### src/rtl/wcp_pkg.sv
package wcp_pkg;

    typedef enum logic [2:0] {
        ST_CMD,
        ST_CMD_CHK,
        ST_FRAME,
        ST_FRAME_CHK,
        ST_PROG,
        ST_DONE
    } wcp_state_e;

    localparam logic [2:0] CODE_IDENT = 3'b001;
    localparam logic [2:0] CODE_UMEM  = 3'b010;
    localparam logic [2:0] CODE_AUTH  = 3'b011;
    localparam logic [2:0] CODE_WRITE = 3'b101;

    function automatic logic code_known(input logic [2:0] c);
        return (c == CODE_IDENT) || (c == CODE_UMEM) ||
               (c == CODE_AUTH)  || (c == CODE_WRITE);
    endfunction

endpackage

### src/rtl/wcp_shifter.sv
module wcp_shifter #(
    parameter int WIDTH = 30,
    localparam int CW   = $clog2(WIDTH + 1)
) (
    input  logic             clk,
    input  logic             rst_n,
    input  logic             clr,
    input  logic             en,
    input  logic             din,
    output logic [WIDTH-1:0] q,
    output logic [CW-1:0]    cnt
);
    always_ff @(posedge clk or negedge rst_n) begin
        if (!rst_n) begin
            q   <= '0;
            cnt <= '0;
        end else if (clr) begin
            q   <= '0;
            cnt <= '0;
        end else if (en) begin
            q   <= {q[WIDTH-2:0], din};
            cnt <= cnt + 1'b1;
        end
    end
endmodule

### src/rtl/wcp_frame_check.sv
module wcp_frame_check #(
    parameter int NIB_W     = 4,
    parameter int DATA_NIBS = 4,
    localparam int ROW_W    = NIB_W + 1,
    localparam int FRAME_W  = ROW_W * (DATA_NIBS + 2),
    localparam int DATA_W   = NIB_W * DATA_NIBS
) (
    input  logic [FRAME_W-1:0] frame,
    output logic [NIB_W-1:0]   addr,
    output logic [DATA_W-1:0]  data,
    output logic               trail_bad,
    output logic               addr_bad,
    output logic               row_bad,
    output logic               col_bad
);
    logic [DATA_NIBS-1:0] row_err;
    logic [NIB_W-1:0]     col_acc;

    assign addr      = frame[FRAME_W-1 -: NIB_W];
    assign addr_bad  = ^frame[FRAME_W-1 -: ROW_W];
    assign trail_bad = frame[0];

    genvar r;
    generate
        for (r = 0; r < DATA_NIBS; r++) begin : g_row
            localparam int TOP = FRAME_W - 1 - ROW_W * (r + 1);
            assign row_err[r] = ^frame[TOP -: ROW_W];
            assign data[DATA_W-1-NIB_W*r -: NIB_W] = frame[TOP -: NIB_W];
        end
    endgenerate

    always_comb begin
        col_acc = frame[NIB_W:1];
        for (int k = 0; k < DATA_NIBS; k++) begin
            col_acc = col_acc ^ data[NIB_W*k +: NIB_W];
        end
    end

    assign row_bad = |row_err;
    assign col_bad = |col_acc;
endmodule

### src/rtl/wcp_prog_timer.sv
module wcp_prog_timer #(
    parameter int CYCLES = 3072,
    localparam int TW    = $clog2(CYCLES + 1)
) (
    input  logic clk,
    input  logic rst_n,
    input  logic run,
    output logic done
);
    localparam logic [TW-1:0] LAST = TW'(CYCLES - 1);
    logic [TW-1:0] cnt;

    always_ff @(posedge clk or negedge rst_n) begin
        if (!rst_n)          cnt <= '0;
        else if (!run)       cnt <= '0;
        else if (cnt != LAST) cnt <= cnt + 1'b1;
    end

    assign done = run && (cnt == LAST);
endmodule

### src/rtl/wordcmd_parser.sv
module wordcmd_parser
    import wcp_pkg::*;
#(
    parameter int NIB_W       = 4,
    parameter int DATA_NIBS   = 4,
    parameter int MAX_ADDR    = 9,
    parameter int PROT_LO     = 2,
    parameter int PROT_HI     = 3,
    parameter int PROG_CYCLES = 3072,
    localparam int DATA_W     = NIB_W * DATA_NIBS,
    localparam int FRAME_W    = (NIB_W + 1) * (DATA_NIBS + 2),
    localparam int CMD_W      = 4,
    localparam int CW         = $clog2(FRAME_W + 1)
) (
    input  logic              clk,
    input  logic              rst_n,
    input  logic              bit_valid,
    input  logic              bit_value,
    input  logic              lock_hi,
    input  logic              lock_lo,
    input  logic              mem_busy,
    output logic              cmd_valid,
    output logic [2:0]        cmd_out,
    output logic [NIB_W-1:0]  wr_addr,
    output logic [DATA_W-1:0] wr_data,
    output logic              wr_strobe,
    output logic              ack_req,
    output logic              nak_req,
    output logic              abort_req
);
    localparam logic [CW-1:0] LAST_CMD   = CW'(CMD_W - 1);
    localparam logic [CW-1:0] LAST_FRAME = CW'(FRAME_W - 1);

    wcp_state_e state, state_nx;

    logic [FRAME_W-1:0] sr;
    logic [CW-1:0]      cnt;
    logic               shift_en, shift_clr;
    logic               trail_bad, addr_bad, row_bad, col_bad;
    logic               prog_done;
    logic               cmd_ok, addr_legal, lock_open, frame_ok;

    assign shift_en  = bit_valid && (state == ST_CMD || state == ST_FRAME);
    assign shift_clr = (state == ST_CMD_CHK) || (state == ST_DONE) ||
                       (state == ST_FRAME_CHK && !frame_ok);

    wcp_shifter #(.WIDTH(FRAME_W)) u_shift (
        .clk   (clk),
        .rst_n (rst_n),
        .clr   (shift_clr),
        .en    (shift_en),
        .din   (bit_value),
        .q     (sr),
        .cnt   (cnt)
    );

    wcp_frame_check #(.NIB_W(NIB_W), .DATA_NIBS(DATA_NIBS)) u_chk (
        .frame     (sr),
        .addr      (wr_addr),
        .data      (wr_data),
        .trail_bad (trail_bad),
        .addr_bad  (addr_bad),
        .row_bad   (row_bad),
        .col_bad   (col_bad)
    );

    wcp_prog_timer #(.CYCLES(PROG_CYCLES)) u_tmr (
        .clk   (clk),
        .rst_n (rst_n),
        .run   (state == ST_PROG),
        .done  (prog_done)
    );

    assign cmd_out    = sr[3:1];
    assign cmd_ok     = !(^sr[3:0]) && code_known(sr[3:1]);
    assign addr_legal = (int'(wr_addr) <= MAX_ADDR) &&
                        (int'(wr_addr) != PROT_LO) && (int'(wr_addr) != PROT_HI);
    assign lock_open  = lock_hi && !lock_lo;
    assign frame_ok   = !trail_bad && !addr_bad && !row_bad && !col_bad &&
                        addr_legal && lock_open;

    always_ff @(posedge clk or negedge rst_n) begin
        if (!rst_n) state <= ST_CMD;
        else        state <= state_nx;
    end

    always_comb begin
        state_nx = state;
        unique case (state)
            ST_CMD:       if (shift_en && cnt == LAST_CMD) state_nx = ST_CMD_CHK;
            ST_CMD_CHK:   state_nx = (cmd_ok && sr[3:1] == CODE_WRITE) ? ST_FRAME : ST_CMD;
            ST_FRAME:     if (shift_en && cnt == LAST_FRAME) state_nx = ST_FRAME_CHK;
            ST_FRAME_CHK: state_nx = frame_ok ? ST_PROG : ST_CMD;
            ST_PROG:      if (prog_done && !mem_busy) state_nx = ST_DONE;
            ST_DONE:      state_nx = ST_CMD;
            default:      state_nx = ST_CMD;
        endcase
    end

    always_comb begin
        cmd_valid = 1'b0;
        wr_strobe = 1'b0;
        ack_req   = 1'b0;
        nak_req   = 1'b0;
        abort_req = 1'b0;
        unique case (state)
            ST_CMD_CHK: begin
                cmd_valid = cmd_ok;
                abort_req = !cmd_ok;
            end
            ST_FRAME_CHK: begin
                if (trail_bad) begin
                    abort_req = 1'b1;
                end else if (frame_ok) begin
                    ack_req   = 1'b1;
                    wr_strobe = 1'b1;
                end else begin
                    nak_req   = 1'b1;
                end
            end
            ST_DONE:  ack_req = 1'b1;
            ST_CMD, ST_FRAME, ST_PROG: ;
            default: ;
        endcase
    end
endmodule

### config.mk
export PLATFORM = sky130hd
export DESIGN_NAME = wordcmd_parser
export DESIGN_NICKNAME = d
export VERILOG_FILES = /design/src/rtl/wcp_pkg.sv /design/src/rtl/wcp_shifter.sv /design/src/rtl/wcp_frame_check.sv /design/src/rtl/wcp_prog_timer.sv /design/src/rtl/wordcmd_parser.sv
export SDC_FILE = /design/constraint.sdc
export NUM_CORES = 1
export LEC_CHECK = 0
export ABC_AREA = 1
export BUFFER_PORTS_ARGS = -buffer_cell sky130_fd_sc_hd__buf_4
export CAP_MARGIN = 20
export CELL_PAD_IN_SITES_DETAIL_PLACEMENT = 1
export CELL_PAD_IN_SITES_GLOBAL_PLACEMENT = 1
export CORE_UTILIZATION = 40
export DETAILED_ROUTE_END_ITERATION = 12
export PLACE_DENSITY = 0.73
export SYNTH_ARGS = -nofsm -noshare
export SYNTH_HDL_FRONTEND = slang
export SYNTH_SLANG_ARGS = --single-unit
### constraint.sdc
create_clock -name clk -period 4.3 [get_ports clk]
set_clock_uncertainty 0.1 [all_clocks]
set_input_delay 0.215 -clock clk [delete_from_list [all_inputs] [get_ports clk]]
set_output_delay 0.215 -clock clk [all_outputs]
set_load 0.01 [all_outputs]
==> flow_summary_export.csv <==
group,metric,value,unit
sta,slew_headroom,54.5,%
detailed_routing,routed_wirelength,8610,µm
setup_path,path_class,"flip-flop to output pin",
sta,maxSlewViolCount,0,
synth,yosysSeqAreaShare,37.0,%
detailed_routing,drc,0,
finish,final_nets,534,
clock_network,cts_resized,0,
synth,synthesis.area,0.00338,mm²
clock_network,cts_made_buffers,5,
min_path,hp-class,"primary input to flip-flop",
clock_network,clkTransAtPathRegs,0.10,ns
floorplan,die_area,0.00882,mm²
clock_network,cts.sink_count,50,
global_routing,grt_pass1_wl,14900,µm
finish,layout_commonest_cell,"nand2_1",
finish,fin_cells,630,
global_routing,grt_max_degree,55,
clock_network,h-tree-depth,2,
floorplan,start_util,41.1,%
pwr,leakagePower,0.00195,µW
sta,clock.fmax,427,MHz
finish,diodes,0,
detailed_routing,vias_per_cell,4.98,
clock_network,cts_tree,"done",
floorplan,core-area,0.00822,mm²
floorplan,die_x,93.9,µm
synth,synth_warnings,0,
job,max_cap_viol_count,0,
global_routing,grt_overflow,0,
run_status,outcome,"finished, final reports clean",
synth,yosysTopAreaCellShare,37.0,%
synth,ys.flop_type,"dfrtp_1",
synth,synth_seq_cells,50,
min_path,min_from,"mem_busy",
setup_path,cpPeakStageDelay,0.54,ns
setup_path,cp_cell_sequence,"inv_1, nand2_1, nand2_1, nand2_1, nand2_1, nand2_1, nand2_1, nor2_1, nand2_1, nor2_1, nand3_1, o21ai_0, buf_4",
pwr,power_per_cell_area,706,mW/mm²
placed_design,place.gp.congestion,0.757,
synth,async_reset_ff_share,100,%
finish,drive_gt1_share,12.8,%
detailed_routing,first_pass_iters,4,
setup_path,start_kind,"flip-flop",
synth,syn_nets,524,
finish,multiInputGateArea,0.00164,mm²
finish,n_fill_cell,1109,
clock_network,cts-root-buf,"clkbuf_8",
setup_path,cp_data_arrival_time,2.03,ns
detailed_routing,drt-initial-drc-count,68,
setup_path,critPathMaxFanout,9,
finish,final_cell_mix,"184 x nand2_1, 68 x inv_1, 52 x nor2_1",
pwr,max-vdd-ir-drop,0.211,mV
finish,area_growth,8.36,%
synth,synth_top_area_cell,"dfrtp_1",
synth,synth.distinct_cells,25,
clock_network,clockBufferDepth,2,
global_routing,grt_pass1_vias,3170,
sta,tns,0,ns
synth,synth-edff-count,0,
sta,rsz0062_at_grt,"false",
detailed_routing,drtAntennaViolNets,0,
sta,finalHoldViolCount,0,
sta,finalCriticalPeriod,2.34,ns
detailed_routing,vias,3136,
floorplan,io_pins,35,
sta,finalSetupViolCount,0,
placed_design,hpwl,6390,µm
synth,syn_inst,514,
finish,layout.area.seq,0.00125,mm²
setup_path,r2r-start,"u_shift.q[21]",
setup_path,crit_start,"u_shift.q[2]",
synth,synthTopCellsByArea,"dfrtp_1 37%, nand2_1 20%, inv_1 7.5%, nor2_1 5.8%, o21ai_0 5.6%",
detailed_routing,wl_per_cell,13.7,µm
setup_path,cp-end-kind,"output pin",
sta,fin_crit_sh,54.5,%
placed_design,dp_cells,621,
floorplan,fp.dieH,93.9,µm
floorplan,row_count,33,
setup_path,critPathSlowestCell,"dfrtp_1",
placed_design,io_buffers,34,
setup_path,crit_top_cell,"nand2_1",
clock_network,clk_latency,0.31,ns
sta,worst_slew_pin_slew,0.682,ns
synth,syn_avg_cell_area,6.58,µm²
global_routing,antenna_found_initial,0,
setup_path,worstPathRequired,3.98,ns
global_routing,grt_util_all_layers,21.4,%
## registers in the layout, indices dropped and copies added, names as in the netlist
register and flops:
u_shift.q 30, u_tmr.cnt 12, u_shift.cnt 5, state 3
## worst paths after layout
check | endpoint | slack [ns] | cells past startpoint
max | ack_req | 1.96 | 13
min | state[0] | 0.08 | 4
max reg2reg | u_shift.q[9] | 2.04 | 13
min reg2reg | u_tmr.cnt[11] | 0.45 | 2
max in group asynchronous | u_shift.q[2] | 3.27 | 2
min in group asynchronous | u_shift.q[17] | 0.37 | 2
## cell type report
type	instances	area share (%)
inverter	69	7.07
sequential	50	34.2
tap	105	3.59
clock inverter	2	0.342
clock buffer	6	2.25
multi-input combinational	362	44.8
timing repair buffer	36	7.79
## where the power goes
| group | switching [µW] | internal [µW] |
|---|---|---|
| Sequential | 221 | 617 |
| Combinational | 901 | 545 |
| Clock | 174 | 130 |
| Total | 1300 | 1290 |
## critical path, delay by kind of cell, from the launching register on
kind | cells | cell delay (ns)
buffers and inverters | 2 | 0.31
AOI/OAI and AO/OA | 1 | 0.16
and+or+nand+nor | 10 | 0.71
DFF | 1 | 0.54
## layer usage
layer | share of wire [%] | wire, µm | vias up | track usage (%)
li1 | - | - | 1587 | -
met1 | 47 | 4030 | 1516 | 26.7
met2 | 50 | 4330 | 27 | 38.9
met3 | 2.1 | 180 | 6 | 3.16
met4 | 0.85 | 73 | 0 | 4.23
met5 | 0 | 0 | - | 0
## cells in the mapped netlist, types with 6 or more instances
cell type / instances
a21oi_1: 12
xor2_1: 6
nand3_1: 21
nand2_1: 184
dfrtp_1: 50
buf_4: 23
o21ai_0: 38
clkbuf_1: 6
inv_1: 68
nor2_2: 20
nor3_1: 7
nor2_1: 52
## per-stage QoR
stage / worst slack (ns) / power [µW] / hold slack [ns] / area [µm²] / utilization [%]
floorplan: 2.61 / 1970 / -0.181 / 3380 / -
global placement: 2.06 / 2240 / 0.197 / 3540 / 43.1
detailed placement: 2.04 / 2310 / 0.209 / 3560 / 43.3
CTS: 1.92 / 2630 / 0.0739 / 3660 / 44.6
global route: 1.69 / 2910 / 0.104 / 3660 / 44.6
finish: 1.96 / 2590 / 0.0799 / 3660 / 44.6
## repair_timing
| item | CTS | global route |
|---|---|---|
| hold endpoints to repair | 50 | 0 |
| hold buffers | 1 | 0 |
| endpoints found under the setup margin | 0 | 0 |
| setup buffers | 0 | 0 |
## cell families after synthesis
logic type	share of synthesized area, %
AND/OR/NAND/NOR	35.9
buffers and inverters	14.6
AO/OA/AOI/OAI	9.81
flip-flops	37.0
XOR/XNOR	1.55
adder cells (fa/ha/maj)	1.11
Note: power is estimated with default switching activity, not from simulation.
